**src/rtl/lp_rtc_pkg.sv**
```systemverilog
package lp_rtc_pkg;

  typedef enum logic [1:0] {
    SEL_NONE = 2'd0,
    SEL_CTRL = 2'd1,
    SEL_HI   = 2'd2,
    SEL_LO   = 2'd3
  } rtcSel_e;

  // Strobes from the control side to the datapath
  typedef struct packed {
    logic    wrHi;
    logic    wrLo;
    logic    rdEn;
    rtcSel_e rdSel;
  } rtcStrobe_t;

endpackage

```
**src/rtl/lp_rtc_ctrl.sv**
```systemverilog
module lp_rtc_ctrl
  import lp_rtc_pkg::*;
#(
  parameter int ADDR_W   = 12,
  parameter int DATA_W   = 32,
  parameter int CTRL_OFF = 'h38,
  parameter int HI_OFF   = 'h50,
  parameter int LO_OFF   = 'h54,
  parameter int OFF_BIT  = 6,
  parameter int PDEN_BIT = 5
) (
  input  logic              clk,
  input  logic              rstN,
  input  logic [ADDR_W-1:0] busAddr,
  input  logic              busWe,
  input  logic [DATA_W-1:0] busWdata,
  input  logic              busRe,
  output rtcStrobe_t        strb,
  output logic [DATA_W-1:0] ctrlVal,
  output logic              powerOffReq
);

  localparam logic [ADDR_W-1:0] CtrlAddr = ADDR_W'(CTRL_OFF);
  localparam logic [ADDR_W-1:0] HiAddr   = ADDR_W'(HI_OFF);
  localparam logic [ADDR_W-1:0] LoAddr   = ADDR_W'(LO_OFF);

  logic hitCtrl, hitHi, hitLo;
  logic [DATA_W-1:0] ctrlReg;
  logic offPulse;
  logic shutdownCombo;

  assign hitCtrl = (busAddr == CtrlAddr);
  assign hitHi   = (busAddr == HiAddr);
  assign hitLo   = (busAddr == LoAddr);

  always_comb begin
    strb.wrHi  = busWe & hitHi;
    strb.wrLo  = busWe & hitLo;
    strb.rdEn  = busRe;
    strb.rdSel = hitCtrl ? SEL_CTRL :
                 hitHi   ? SEL_HI   :
                 hitLo   ? SEL_LO   : SEL_NONE;
  end

  assign shutdownCombo = busWdata[OFF_BIT] & busWdata[PDEN_BIT];

  always_ff @(posedge clk) begin
    if (!rstN) begin
      ctrlReg  <= '0;
      offPulse <= 1'b0;
    end else begin
      if (busWe && hitCtrl) ctrlReg <= busWdata;
      offPulse <= busWe & hitCtrl & shutdownCombo;
    end
  end

  assign ctrlVal     = ctrlReg;
  assign powerOffReq = offPulse;

  // a pulse lasts one cycle
  a_r8_single_pulse: assert property (@(posedge clk) disable iff (!rstN)
    powerOffReq |=> !powerOffReq);

  // a pulse appears only when the stored control word carries both bits
  a_r8_pulse_cause: assert property (@(posedge clk) disable iff (!rstN)
    $rose(powerOffReq) |-> (ctrlVal[OFF_BIT] && ctrlVal[PDEN_BIT]));

  // decoded windows never overlap
  a_r9_decode_onehot: assert property (@(posedge clk) disable iff (!rstN)
    $onehot0({hitCtrl, hitHi, hitLo}));

  // the control word moves only on a control write
  a_r7_ctrl_hold: assert property (@(posedge clk) disable iff (!rstN)
    !(busWe && hitCtrl) |=> $stable(ctrlVal));

endmodule

```
**src/rtl/lp_rtc_datapath.sv**
```systemverilog
module lp_rtc_datapath
  import lp_rtc_pkg::*;
#(
  parameter int DATA_W = 32,
  parameter int CNT_W  = 47,
  parameter logic [CNT_W-1:0] INIT_COUNT = '0
) (
  input  logic              clk,
  input  logic              rstN,
  input  logic              tickEn,
  input  logic [DATA_W-1:0] wdata,
  input  rtcStrobe_t        strb,
  input  logic [DATA_W-1:0] ctrlVal,
  output logic [DATA_W-1:0] rdata
);

  localparam int HI_W = CNT_W - DATA_W;

  logic [CNT_W-1:0]  count = INIT_COUNT;
  logic [CNT_W-1:0]  countNxt;
  logic [DATA_W-1:0] hiView;
  logic [DATA_W-1:0] rdataReg;

  // Write wins over tick; the count has no reset
  always_comb begin
    countNxt = count;
    if (strb.wrHi)      countNxt[CNT_W-1:DATA_W] = wdata[HI_W-1:0];
    else if (strb.wrLo) countNxt[DATA_W-1:0]     = wdata;
    else if (tickEn)    countNxt                 = count + 1'b1;
  end

  always_ff @(posedge clk) begin
    count <= countNxt;
  end

  assign hiView = DATA_W'(count[CNT_W-1:DATA_W]);

  always_ff @(posedge clk) begin
    if (!rstN) begin
      rdataReg <= '0;
    end else if (strb.rdEn) begin
      case (strb.rdSel)
        SEL_CTRL: rdataReg <= ctrlVal;
        SEL_HI:   rdataReg <= hiView;
        SEL_LO:   rdataReg <= count[DATA_W-1:0];
        default:  rdataReg <= '0;
      endcase
    end
  end

  assign rdata = rdataReg;

  // idle cycles keep the count
  a_r1_hold: assert property (@(posedge clk) disable iff (!rstN)
    (!tickEn && !strb.wrHi && !strb.wrLo) |=> $stable(count));

  // a bare tick adds one, modulo the count width
  a_r1_tick: assert property (@(posedge clk) disable iff (!rstN)
    (tickEn && !strb.wrHi && !strb.wrLo) |=> (count == $past(count) + 1'b1));

  // low load keeps the upper part
  a_r4_lo_keeps_hi: assert property (@(posedge clk) disable iff (!rstN)
    strb.wrLo |=> (count[CNT_W-1:DATA_W] == $past(count[CNT_W-1:DATA_W])));

  // upper load keeps the low part
  a_r5_hi_keeps_lo: assert property (@(posedge clk) disable iff (!rstN)
    strb.wrHi |=> (count[DATA_W-1:0] == $past(count[DATA_W-1:0])));

  // a tick coinciding with a low load is lost
  a_r6_write_wins: assert property (@(posedge clk) disable iff (!rstN)
    (strb.wrLo && tickEn) |=> (count[DATA_W-1:0] == $past(wdata)));

  // unmapped reads give zero
  a_r9_unmapped_zero: assert property (@(posedge clk) disable iff (!rstN)
    (strb.rdEn && strb.rdSel == SEL_NONE) |=> (rdata == '0));

  // upper window has zero padding
  a_r3_hi_pad: assert property (@(posedge clk) disable iff (!rstN)
    (strb.rdEn && strb.rdSel == SEL_HI) |=> (rdata[DATA_W-1:HI_W] == '0));

endmodule

```
**src/rtl/lp_rtc_top.sv**
```systemverilog
module lp_rtc_top
  import lp_rtc_pkg::*;
#(
  parameter int ADDR_W   = 12,
  parameter int DATA_W   = 32,
  parameter int CNT_W    = 47,
  parameter int CTRL_OFF = 'h38,
  parameter int HI_OFF   = 'h50,
  parameter int LO_OFF   = 'h54,
  parameter int OFF_BIT  = 6,
  parameter int PDEN_BIT = 5,
  parameter logic [CNT_W-1:0] INIT_COUNT = '0
) (
  input  logic              clk,
  input  logic              rstN,
  input  logic              tickEn,
  input  logic [ADDR_W-1:0] busAddr,
  input  logic              busWe,
  input  logic [DATA_W-1:0] busWdata,
  input  logic              busRe,
  output logic [DATA_W-1:0] busRdata,
  output logic              powerOffReq
);

  rtcStrobe_t        strb;
  logic [DATA_W-1:0] ctrlVal;

  lp_rtc_ctrl #(
    .ADDR_W(ADDR_W), .DATA_W(DATA_W), .CTRL_OFF(CTRL_OFF),
    .HI_OFF(HI_OFF), .LO_OFF(LO_OFF), .OFF_BIT(OFF_BIT), .PDEN_BIT(PDEN_BIT)
  ) u_ctrl (
    .clk(clk), .rstN(rstN), .busAddr(busAddr), .busWe(busWe),
    .busWdata(busWdata), .busRe(busRe), .strb(strb), .ctrlVal(ctrlVal),
    .powerOffReq(powerOffReq)
  );

  lp_rtc_datapath #(
    .DATA_W(DATA_W), .CNT_W(CNT_W), .INIT_COUNT(INIT_COUNT)
  ) u_dp (
    .clk(clk), .rstN(rstN), .tickEn(tickEn), .wdata(busWdata),
    .strb(strb), .ctrlVal(ctrlVal), .rdata(busRdata)
  );

endmodule

```
**config.mk**
```make
export PLATFORM = sky130hd
export DESIGN_NAME = lp_rtc_top
export DESIGN_NICKNAME = d
export VERILOG_FILES = /design/src/rtl/lp_rtc_pkg.sv /design/src/rtl/lp_rtc_ctrl.sv /design/src/rtl/lp_rtc_datapath.sv /design/src/rtl/lp_rtc_top.sv
export SDC_FILE = /design/constraint.sdc
export NUM_CORES = 1
export LEC_CHECK = 0
export BUFFER_PORTS_ARGS = -buffer_cell sky130_fd_sc_hd__buf_2
export CAP_MARGIN = 20
export CORE_MARGIN = 8
export CORE_UTILIZATION = 45
export DETAILED_ROUTE_END_ITERATION = 6
export PLACE_DENSITY = 0.66
export REMOVE_ABC_BUFFERS = 1
export SYNTH_ARGS = -nofsm -noshare
export SYNTH_HDL_FRONTEND = slang
export SYNTH_SLANG_ARGS = --single-unit
```
**constraint.sdc**
```tcl
create_clock -name clk -period 3.8 [get_ports clk]
set_input_delay 0 -clock clk [delete_from_list [all_inputs] [get_ports clk]]
set_output_delay 0 -clock clk [all_outputs]
set_load 0.02 [all_outputs]
```
==> key figures, run 1 <==
Clock tree
  – Clock tree from TritonCTS: built
  – Clock Path Buffers: 2
  – Worst-skew pair later-pin latency: 0.36 ns
  – Clock slew at reported path FFs: 0.08 ns
  – CTS resizes: 0
  – Clock Sinks: 112
  – CTS Buf Count: 9
  – Root Buffer: clkbuf_16
  – Htree depth: 3

Finish
  – Final #Nets: 766
  – Layout Utilization: 56.2%
  – Antenna cells: 0
  – Most frequent cells in the layout: nand2_1, buf_2, a21oi_1, nor2_1, dfxtp_1
  – Fraction of layout cells with a size suffix above 1: 16.0%
  – Commonest non-fill, non-tap cell in the layout: nand2_1
  – Cell area after layout: 6750 µm²
  – Area grow syn2layout: 22.0%

Setup path
  – Most frequent CP cell: or4_1
  – Kind of critical path: reg -> reg
  – Cell family with most CP delay: simple AND/OR/NAND/NOR gates
  – CP Data Required Time: 4.02 ns
  – CP bufs+invs: 0
  – Crit-path cells: nand4_1, or4_4, or4_1, or4_1, a31oi_1
  – Element type at the critical path start: register
  – Crit path max-delay cell type: or4_1
  – CP endpoint kind: register
  – Data arrival, critical path: 3.12 ns
  – CP max stage delay: 0.68 ns
  – Crit-path max FO: 12

Power
  – Comb power frac: 7.5%
  – Final Power: 2.55 mW
  – VDD IR-drop max: 0.000244 V
  – Clk network pwr share: 40.0%
  – Share of power burned in registers: 52.5%
  – Pwr dens: 377 nW/µm²
  – Sw frac: 23.5%
  – Sw power: 597 µW
  – Leakage: 2.48 nW
  – Internal power: 1.95 mW

Synth
  – Synth warn: 0
  – Number of synthesized flops with an enable pin: 47
  – Register area share after synthesis: 49.1%
  – Seq cells post-synth: 112
  – Synth Cell Area: 5530 µm²
  – Netlist cell types: 38
  – Synthesized instance count: 618
  – Mean Syn Cell Area: 8.95 µm²
  – Synth Flop Type: dfxtp_1
  – Synth async-reset ratio: 0%

Routing
  – Drt drc: 0
  – Post-route ant nets: 0
  – Via Count: 5004
  – Routed WL: 15700 µm
  – WL/cell: 18.1 µm
  – Post-DR vias/cell: 5.76
  – Initial DRC Count: 353
  – DRT Pass-1 Iters: 6

Floorplanning
  – Die Y: 127 µm
  – Die Area: 16100 µm²
  – IO Pins: 82
  – Die X: 127 µm
  – Num rows: 40
  – Core area: 12000 µm²
  – Initial core utilization: 46.0%

Placed design
  – DPL Wire Length: 10700 µm
  – Final RePlAce weighted congestion: 0.911
  – Placed inst area: 6080 µm²
  – I/O Buffers: 81

Run status
  – Status: completed

Global routing
  – Initial antenna violation count: 0
  – GR Overflow Total: 0
  – First-pass GRT wire length: 25100 µm
  – Largest net degree at the start of global routing: 64
  – Vias in the first global route: 4766
  – GRT Util Overall: 19.4%

STA
  – Final Hold Fails: 0
  – RSZ-0062 raised after global routing: no
  – Slew @ Worst Pin: 0.801 ns
  – Setup Skew: 0.00948 ns
  – Min Hold Slack: 0.248 ns
  – Part of the cycle the worst path needs: 76.4%
  – Final setup violation count: 0
  – Fmax: 345 MHz
  – Fin. max-slew vios: 0
  – Min cycle time layout: 2.90 ns
  – Max-slew headroom: 46.2%

Run
  – Max_cap viols: 0

Min path
  – HP Class: in -> reg
-- synthesized netlist by cell type (16+ instances only) --
library cell,n,area share [%]
clkbuf_1,36,2.4
a22oi_1,17,2.3
xor2_1,16,2.5
a2bb2oi_1,17,2.7
xnor2_1,24,3.8
nand4_1,17,1.9
nand2_1,96,6.5
nand3_1,16,1.4
a21oi_1,73,6.6
dfxtp_1,65,24
edfxtp_1,47,26
o21ai_0,17,1.5
nor2_1,70,4.8
-- final timing paths --
| check | start | end | slack, ns | depth (start not counted) |
|---|---|---|---|---|
| max | u_dp.count[10] | u_dp.count[42] | 0.90 | 5 |
| min reg2reg | u_ctrl.ctrlVal[2] | u_ctrl.ctrlVal[2] | 0.46 | 2 |
| max reg2reg | u_dp.count[10] | u_dp.count[42] | 0.90 | 5 |
| min | tickEn | u_dp.count[4] | 0.25 | 4 |
-- power by group through the flow --
stage / clock (mW) / sequential [mW] / combinational [mW]
after CTS: 1.03 / 1.33 / 0.192
after global placement: 0 / 1.36 / 0.160
after global routing: 1.07 / 1.34 / 0.210
final: 1.02 / 1.34 / 0.192
after detailed placement: 0 / 1.36 / 0.164
after floorplan: 0 / 1.35 / 0.0891
-- timing repair --
| item | in CTS | in global routing |
|---|---|---|
| hold endpoints to repair | 48 | 0 |
| hold buffers | 34 | 0 |
| setup buffers | 0 | 0 |
-- kinds of logic after synthesis --
logic type	synth area share, %
buf+inv	3.15
compound gates	16.8
simple gates	21.5
flops	49.1
fa+ha+maj	0.226
mux	2.92
xor+xnor	6.34
-- state kept, by name, summed over array words and instances, names as in the netlist --
signal,count
u_ctrl.ctrlVal,32
u_ctrl.powerOffReq,1
u_dp.count,47
u_dp.rdata,32
-- layer usage --
| metal | part of all wire, % | up-vias | wire, µm | track usage (%) |
|---|---|---|---|---|
| met5 | 0 | - | 0 | 0 |
| met4 | 1.6 | 0 | 255 | 7.28 |
| met3 | 5.6 | 15 | 885 | 4.11 |
| met2 | 46 | 151 | 7270 | 30.7 |
| met1 | 46 | 2413 | 7270 | 25.5 |
| li1 | - | 2425 | - | - |
-- per-stage QoR --
| stage | setup TNS, ns | setup slack (ns) | instances |
|---|---|---|---|
| final | 0 | 0.898 | 868 |
| after detailed placement | 0 | 0.961 | 818 |
| after CTS | 0 | 0.942 | 868 |
| after global placement | 0 | 1.02 | 818 |
| after floorplan | -47.69 | -1.49 | 577 |
| after global routing | 0 | 0.841 | 868 |
-- cell type report --
class                   instances  area (µm²)
well taps                     147         184
repair buffers                128         843
multi-input cells             460        2670
fillers                      1061        5260
clock inverters                 2        16.3
inverters                       5        18.8
clock buffers                  14         307
flip-flops and latches        112        2710
-- worst register-to-register path: stages, from the launching register on --
cell and delay (ns):
edfxtp_1 0.46, nand4_1 0.26, or4_4 0.65, or4_1 0.69, or4_1 0.53, a31oi_1 0.18
(Power assumes the default switching activity.)
==> inputs of run 2 (changes only) <==
ABC_AREA = 1   (was not set)
PLACE_DENSITY = 0.65   (was 0.66)
clock period = 2.3 ns   (was 3.8 ns; I/O delays follow)
==> key figures, run 2 <==
Synth
  – Count leader, synth: nand2_1
  – Synth Area in Compound Gates: 8.21% (-8.6 points)
  – Register area share after synthesis: 40.7% (-8.3 points)
  – Synth area leader: edfxtp_1
  – Largest family of logic cells by synthesized area: simple AND/OR/NAND/NOR gates
  – Netlist cell types: 31 (-18%)
  – Synth Cell Area: 6660 µm² (+20%)
  – Synth Area in Adders: 0.188% (-0.038 points)
  – Synth Flop Type: dfxtp_1
  – Xor and xnor area share after synthesis: 3.68% (-2.7 points)
  – Mean Syn Cell Area: 6.96 µm² (-22%)
  – Synth warn: 0 (unchanged)
  – Synth top area cells: edfxtp_1, dfxtp_1, nand2_1
  – Synthesized instance count: 956 (+55%)
  – Seq cells post-synth: 112 (unchanged)
  – Number of synthesized flops with an enable pin: 47 (unchanged)
  – Simple-gate share of the synthesized area: 39.8% (+18 points)
  – Top cell type's share of synthesized area: 21.2% (-4.3 points)
  – Synth async-reset ratio: 0% (unchanged)
  – Mux contribution to synthesized area: 0% (-2.9 points)
  – Top cells by count, synth: nand2_1, nor2_1, nand3_1

STA
  – Slew @ Worst Pin: 0.670 ns (-0.131 ns)
  – Final setup violation count: 0 (unchanged)
  – Setup Skew: 0.00918 ns (-0.000302 ns)
  – Final Hold Fails: 0 (unchanged)
  – Max-slew headroom: 55.3% (+9.1 points)
  – Final TNS setup: 0 ns (unchanged)
  – Fin. max-slew vios: 0 (unchanged)
  – Part of the cycle the worst path needs: 83.4% (+7.1 points)
  – RSZ-0062 raised after global routing: no
  – Fmax: 521 MHz (+51%)
  – Min cycle time layout: 1.92 ns (-0.983 ns)
  – Final WS setup: 0.381 ns (-0.517 ns)

Power
  – Leakage: 3.31 nW (+33%)
  – Pwr dens: 524 nW/µm² (+39%)
  – Clk network pwr share: 36.6% (-3.4 points)
  – Sw power: 1.09 mW (+83%)
  – Comb power frac: 9.7% (+2.2 points)
  – Share of power burned in registers: 53.7% (+1.2 points)
  – Sw frac: 26.5% (+3.0 points)
  – Internal power: 3.03 mW (+56%)
  – VDD IR-drop max: 0.000497 V (+100%)

Clock tree
  – Postcts setup bufs: 0 (unchanged)
  – Clock tree from TritonCTS: built
  – Clock slew at reported path FFs: 0.08 ns (about the same)
  – CTS Buf Count: 9 (unchanged)
  – Root Buffer: clkbuf_16
  – Clock Path Buffers: 2 (unchanged)
  – Htree depth: 3 (unchanged)
  – Clock Sinks: 112 (unchanged)
  – Worst-skew pair later-pin latency: 0.37 ns (about the same)

Floorplanning
  – Die X: 138 µm (+8.5%)
  – IO Pins: 82 (unchanged)
  – Core area: 14500 µm² (+21%)
  – Die Y: 138 µm (+8.5%)
  – Num rows: 44 (+10%)
  – Initial core utilization: 46.0% (-0.050 points)
  – Die Area: 18900 µm² (+18%)

Finish
  – Final #Nets: 1110 (+45%)
  – Antenna cells: 0 (unchanged)
  – Area grow syn2layout: 18.2%
  – Fraction of layout cells with a size suffix above 1: 16.2% (+0.29 points)
  – Largest register by flop count: u_dp.count
  – Largest register FFs: 47 (unchanged)
  – Commonest non-fill, non-tap cell in the layout: nand2_1
  – Most frequent cells in the layout: nand2_1, nor2_1, nand3_1, buf_2, inv_1

Run
  – Max_cap viols: 0 (unchanged)

Placed design
  – Pre-CTS setup slack: 0.384 ns (-0.577 ns)
  – Final RePlAce weighted congestion: 0.944 (+3.5%)
  – I/O Buffers: 81 (unchanged)
  – DPL Wire Length: 15100 µm (+41%)

Routing
  – Routed WL: 20000 µm (+28%)
  – DRT Pass-1 Iters: 5 (-1)
  – WL/cell: 16.0 µm (-11%)
  – Drt drc: 0 (unchanged)
  – Post-DR vias/cell: 5.14 (-11%)
  – Post-route ant nets: 0 (unchanged)
  – Via Count: 6424 (+28%)
  – Initial DRC Count: 427 (+21%)

Global routing
  – Largest net degree at the start of global routing: 33 (-48%)
  – Initial antenna violation count: 0 (unchanged)
  – First-pass GRT wire length: 32200 µm (+28%)
  – Vias in the first global route: 6190 (+30%)
  – GRT Util Overall: 21.9% (+2.5 points)
  – GR Overflow Total: 0 (unchanged)

Setup path
  – Crit path max-delay cell type: edfxtp_1
  – CP max stage delay: 0.46 ns (-0.22 ns)
  – Kind of critical path: reg -> reg
  – Data arrival, critical path: 2.05 ns (-1.07 ns)
  – Crit-path max FO: 6 (-6)
  – CP endpoint kind: register
  – Crit-path cells: ha_1, inv_1, nor2_2, nand2_2, nor2_4, nand2_1, xor2_1, nand2_1, nand2_1
  – Cell family with most CP delay: simple AND/OR/NAND/NOR gates
  – Element type at the critical path start: register
  – Flop-to-flop setup slack: 0.38 ns (-0.52 ns)
  – Most frequent CP cell: nand2_1
  – CP Data Required Time: 2.43 ns (-1.59 ns)
  – CP bufs+invs: 1 (+1)

Min path
  – HP Class: in -> reg

Run status
  – Status: completed
==> run 2: cell types whose count changed after synthesis, moves of 15 or more <==
cell and delta:
a21oi_1 -37, nor2_2 +17, nand2_1 +203, mux2i_1 -15
a22o_1 -15, a22oi_1 -17, clkbuf_1 -21, nand3_1 +85
o21ai_1 +33, a2bb2oi_1 -17, inv_1 +65, nor2_1 +66
==> run 2: timing repair <==
item	in CTS	in global routing
hold endpoints to repair	72	0
hold buffers	33	0
gates resized for setup	0	0
==> run 2: power groups by stage <==
stage | clock network [mW] | logic (mW) | registers, mW
final | 1.51 | 0.400 | 2.22
after global routing | 1.61 | 0.450 | 2.22
after CTS | 1.54 | 0.403 | 2.21
after detailed placement | 0 | 0.360 | 2.26
after global placement | 0 | 0.357 | 2.26
after floorplan | 0 | 0.202 | 2.23
==> run 2: worst paths after layout <==
kind,cells past startpoint,end,start
worst max-delay path,9,u_dp.count[32],u_dp.count[0]
worst min-delay path,4,u_ctrl.ctrlVal[3],rstN
worst min register to register,2,u_dp.rdata[20],u_dp.rdata[20]
worst max register to register,9,u_dp.count[32],u_dp.count[0]
==> run 2: worst min-delay path, stage by stage <==
cell and delay, ns:
buf_2 0.10, buf_4 0.24, o21ai_0 0.12, nor2_1 0.04
==> run 2: metal layers <==
metal	wire length, µm	GRT usage, %
met1	9250	29.1
met2	9250	35.0
met3	1220	4.45
met4	279	6.82
met5	0	0
==> run 2: metrics by stage <==
step	power, mW	hold slack [ns]	utilization (%)	std cells	instance area (µm²)
after CTS	4.16	0.172	54.4	1249	7870
after global routing	4.28	0.196	54.4	1249	7870
after detailed placement	2.62	0.255	50.2	1200	7270
after floorplan	2.43	0.124	-	917	6450
after global placement	2.62	0.251	50.2	1200	7270
final	4.12	0.192	54.4	1249	7870
==> run 2: layout make-up <==
cell class,instances,area [µm²]
clock inverter,6,42.5
inverter,74,278
fill,1447,6610
multi-input combinational,731,3460
sequential,112,2710
clock buffer,10,229
timing repair buffer,132,921
tap,184,230
==> run 2: kinds of logic after synthesis <==
| kind of cell | count (synthesis) |
|---|---|
| simple gates | 601 |
| xor+xnor | 28 |
| fa+ha+maj | 1 |
| compound gates | 101 |
| buf+inv | 113 |
| flops | 112 |
==> inputs of run 3 (changes only) <==
clock period = 1.6 ns   (was 2.3 ns; I/O delays follow)
==> key figures, run 3 (synthesis gave the netlist of run 2 again) <==
Run status
  – Status: finished with violations
  – Violated checks: setup timing

Finish
  – Layout Utilization: 63.4% (+9.0 points)
  – Most frequent cells in the layout: nand2_1, buf_4, nand3_1, nor2_1, buf_2
  – Fillers: 1336 (-7.7%)
  – Largest register by flop count: u_dp.count
  – Area grow syn2layout: 37.8%
  – Non-Filler Instances: 1353 (+8.3%)
  – Fraction of layout cells with a size suffix above 1: 31.3% (+15 points)
  – Register area: 2710 µm² (unchanged)
  – Final #Nets: 1215 (+9.5%)
  – Largest register FFs: 47 (unchanged)
  – Antenna cells: 0 (unchanged)
  – Commonest non-fill, non-tap cell in the layout: nand2_1
  – Multi-input logic area: 3900 µm² (+13%)

Routing
  – Routed WL: 21500 µm (+7.5%)
  – DRT Pass-1 Iters: 5 (unchanged)
  – Post-route ant nets: 0 (unchanged)
  – Post-DR vias/cell: 5.13 (-0.24%)
  – Initial DRC Count: 506 (+19%)
  – Via Count: 6942 (+8.1%)
  – WL/cell: 15.9 µm (-0.79%)
  – Drt drc: 0 (unchanged)

Floorplanning
  – Die Area: 18900 µm² (unchanged)
  – Initial core utilization: 46.0% (unchanged)
  – Die X: 138 µm (unchanged)
  – Die Y: 138 µm (unchanged)
  – Num rows: 44 (unchanged)
  – Core area: 14500 µm² (unchanged)
  – IO Pins: 82 (unchanged)

Setup path
  – Element type at the critical path start: register
  – Worst R2R Start: u_dp.count[25]
  – CP endpoint kind: register
  – Kind of critical path: reg -> reg
  – Crit-path max FO: 3 (-3)
  – Data arrival, critical path: 1.78 ns (-0.27 ns)
  – CP startpoint: u_dp.count[25]
  – CP Data Required Time: 1.72 ns (-0.71 ns)

Clock tree
  – Root Buffer: clkbuf_16
  – Clock Sinks: 112 (unchanged)
  – Clock slew at reported path FFs: 0.07 ns (about the same)
  – Clock Path Buffers: 2 (unchanged)
  – Worst-skew pair later-pin latency: 0.36 ns (about the same)
  – CTS Buf Count: 9 (unchanged)
  – Clock tree from TritonCTS: built
  – Htree depth: 3 (unchanged)

Placed design
  – DPL Wire Length: 16300 µm (+8.1%)
  – Final RePlAce weighted congestion: 0.996 (+5.5%)
  – Placed Cells incl. Taps: 1278 (+6.5%)
  – I/O Buffers: 81 (unchanged)

STA
  – Slew @ Worst Pin: 0.431 ns (-0.240 ns)
  – Part of the cycle the worst path needs: 104% (+20 points)
  – Final WS setup: -0.0617 ns (-0.443 ns)
  – Setup Skew: 0.00983 ns (+0.000646 ns)
  – RSZ-0062 raised after global routing: yes
  – Max-slew headroom: 71.3% (+16 points)
  – Final setup violation count: 22 (+22)
  – Fmax: 602 MHz (+15%)
  – Final TNS setup: -0.648 ns (-0.648 ns)
  – Fin. max-slew vios: 0 (unchanged)
  – Final Hold Fails: 0 (unchanged)
  – Min cycle time layout: 1.66 ns (-0.257 ns)

Min path
  – Min-delay src: busRe
  – HP Class: in -> reg

Power
  – Pwr dens: 672 nW/µm² (+28%)
  – VDD IR-drop max: 0.000645 V (+30%)
  – Leakage: 3.94 nW (+19%)
  – Final Power: 6.17 mW (+50%)

Global routing
  – First-pass GRT wire length: 34900 µm (+8.4%)
  – GRT Util Overall: 23.6% (+1.7 points)
  – Largest net degree at the start of global routing: 35 (+6.1%)
  – Initial antenna violation count: 0 (unchanged)
  – Vias in the first global route: 6888 (+11%)
  – GR Overflow Total: 0 (unchanged)

Run
  – Max_cap viols: 0 (unchanged)
## run 3: cell types whose count changed in the layout (fill, tap and decap cells not counted), moves of 3 or more
cell     change
nand3_1      -3
nor2_1      -45
buf_4       +90
nand2_2     +33
nor2_2      +14
nand3_4      +3
buf_6       +12
nand2_4      +4
nand2_1     -37
nor2_4      +31
buf_12       +3
## run 3: worst max-delay path, cell delays in order, from the launching register on
cell      delay, ns
edfxtp_1       0.48
nand2_2        0.12
nor2_4         0.15
nand2_2        0.08
buf_4          0.14
nor2_2         0.12
nand3_2        0.08
nand2_1        0.07
nand2_2        0.07
nand2_1        0.06
nand2_1        0.05
## run 3: report_power, final
part	total [mW]	switching [mW]	internal (mW)	leakage, nW
Sequential	3.16	0.0953	3.07	0.983
Clock	2.12	1.08	1.04	0.127
Combinational	0.886	0.478	0.408	2.83
Total	6.17	1.65	4.52	3.94
## run 3: metal layers
layer	wire length [µm]	track usage, %
met1	9650	31.0
met4	321	7.60
met5	0	0
met3	1280	3.46
met2	10200	39.0
## run 3: worst paths after layout
kind / to / slack [ns] / depth (start not counted)
min: u_dp.rdata[5] / 0.08 / 3
min reg2reg: u_dp.rdata[7] / 0.46 / 2
max: u_dp.count[35] / -0.06 / 10
max reg2reg: u_dp.count[35] / -0.06 / 10
## run 3: metrics by stage
stage          setup WS, ns  cell area, µm²  hold slack [ns]
2_1_floorplan        -0.597            6450            0.124
3_3_place_gp         -0.207            7880            0.248
3_5_place_dp         -0.160            7880            0.256
4_1_cts             -0.0332            8760           0.0640
5_1_grt              -0.154            9180           0.0936
6_report            -0.0617            9180           0.0779
## run 3: what timing repair did
item | CTS | global route
gates resized for setup | 57 | 82
hold buffers | 33 | 0
hold endpoints to repair | 69 | 0
buffers inserted | 13 | 14
gates cloned | 0 | 0
setup endpoints to repair | 33 | 39
pin swaps | 15 | 26
## run 3: final cells by class
| cell class | count | area share (%) |
|---|---|---|
| Clock buffer | 9 | 2.45 |
| Clock inverter | 6 | 0.395 |
| Inverter | 74 | 3.03 |
| Multi-Input combinational cell | 731 | 42.5 |
| Sequential cell | 112 | 29.6 |
| Tap cell | 184 | 2.51 |
| Timing Repair Buffer | 237 | 19.5 |
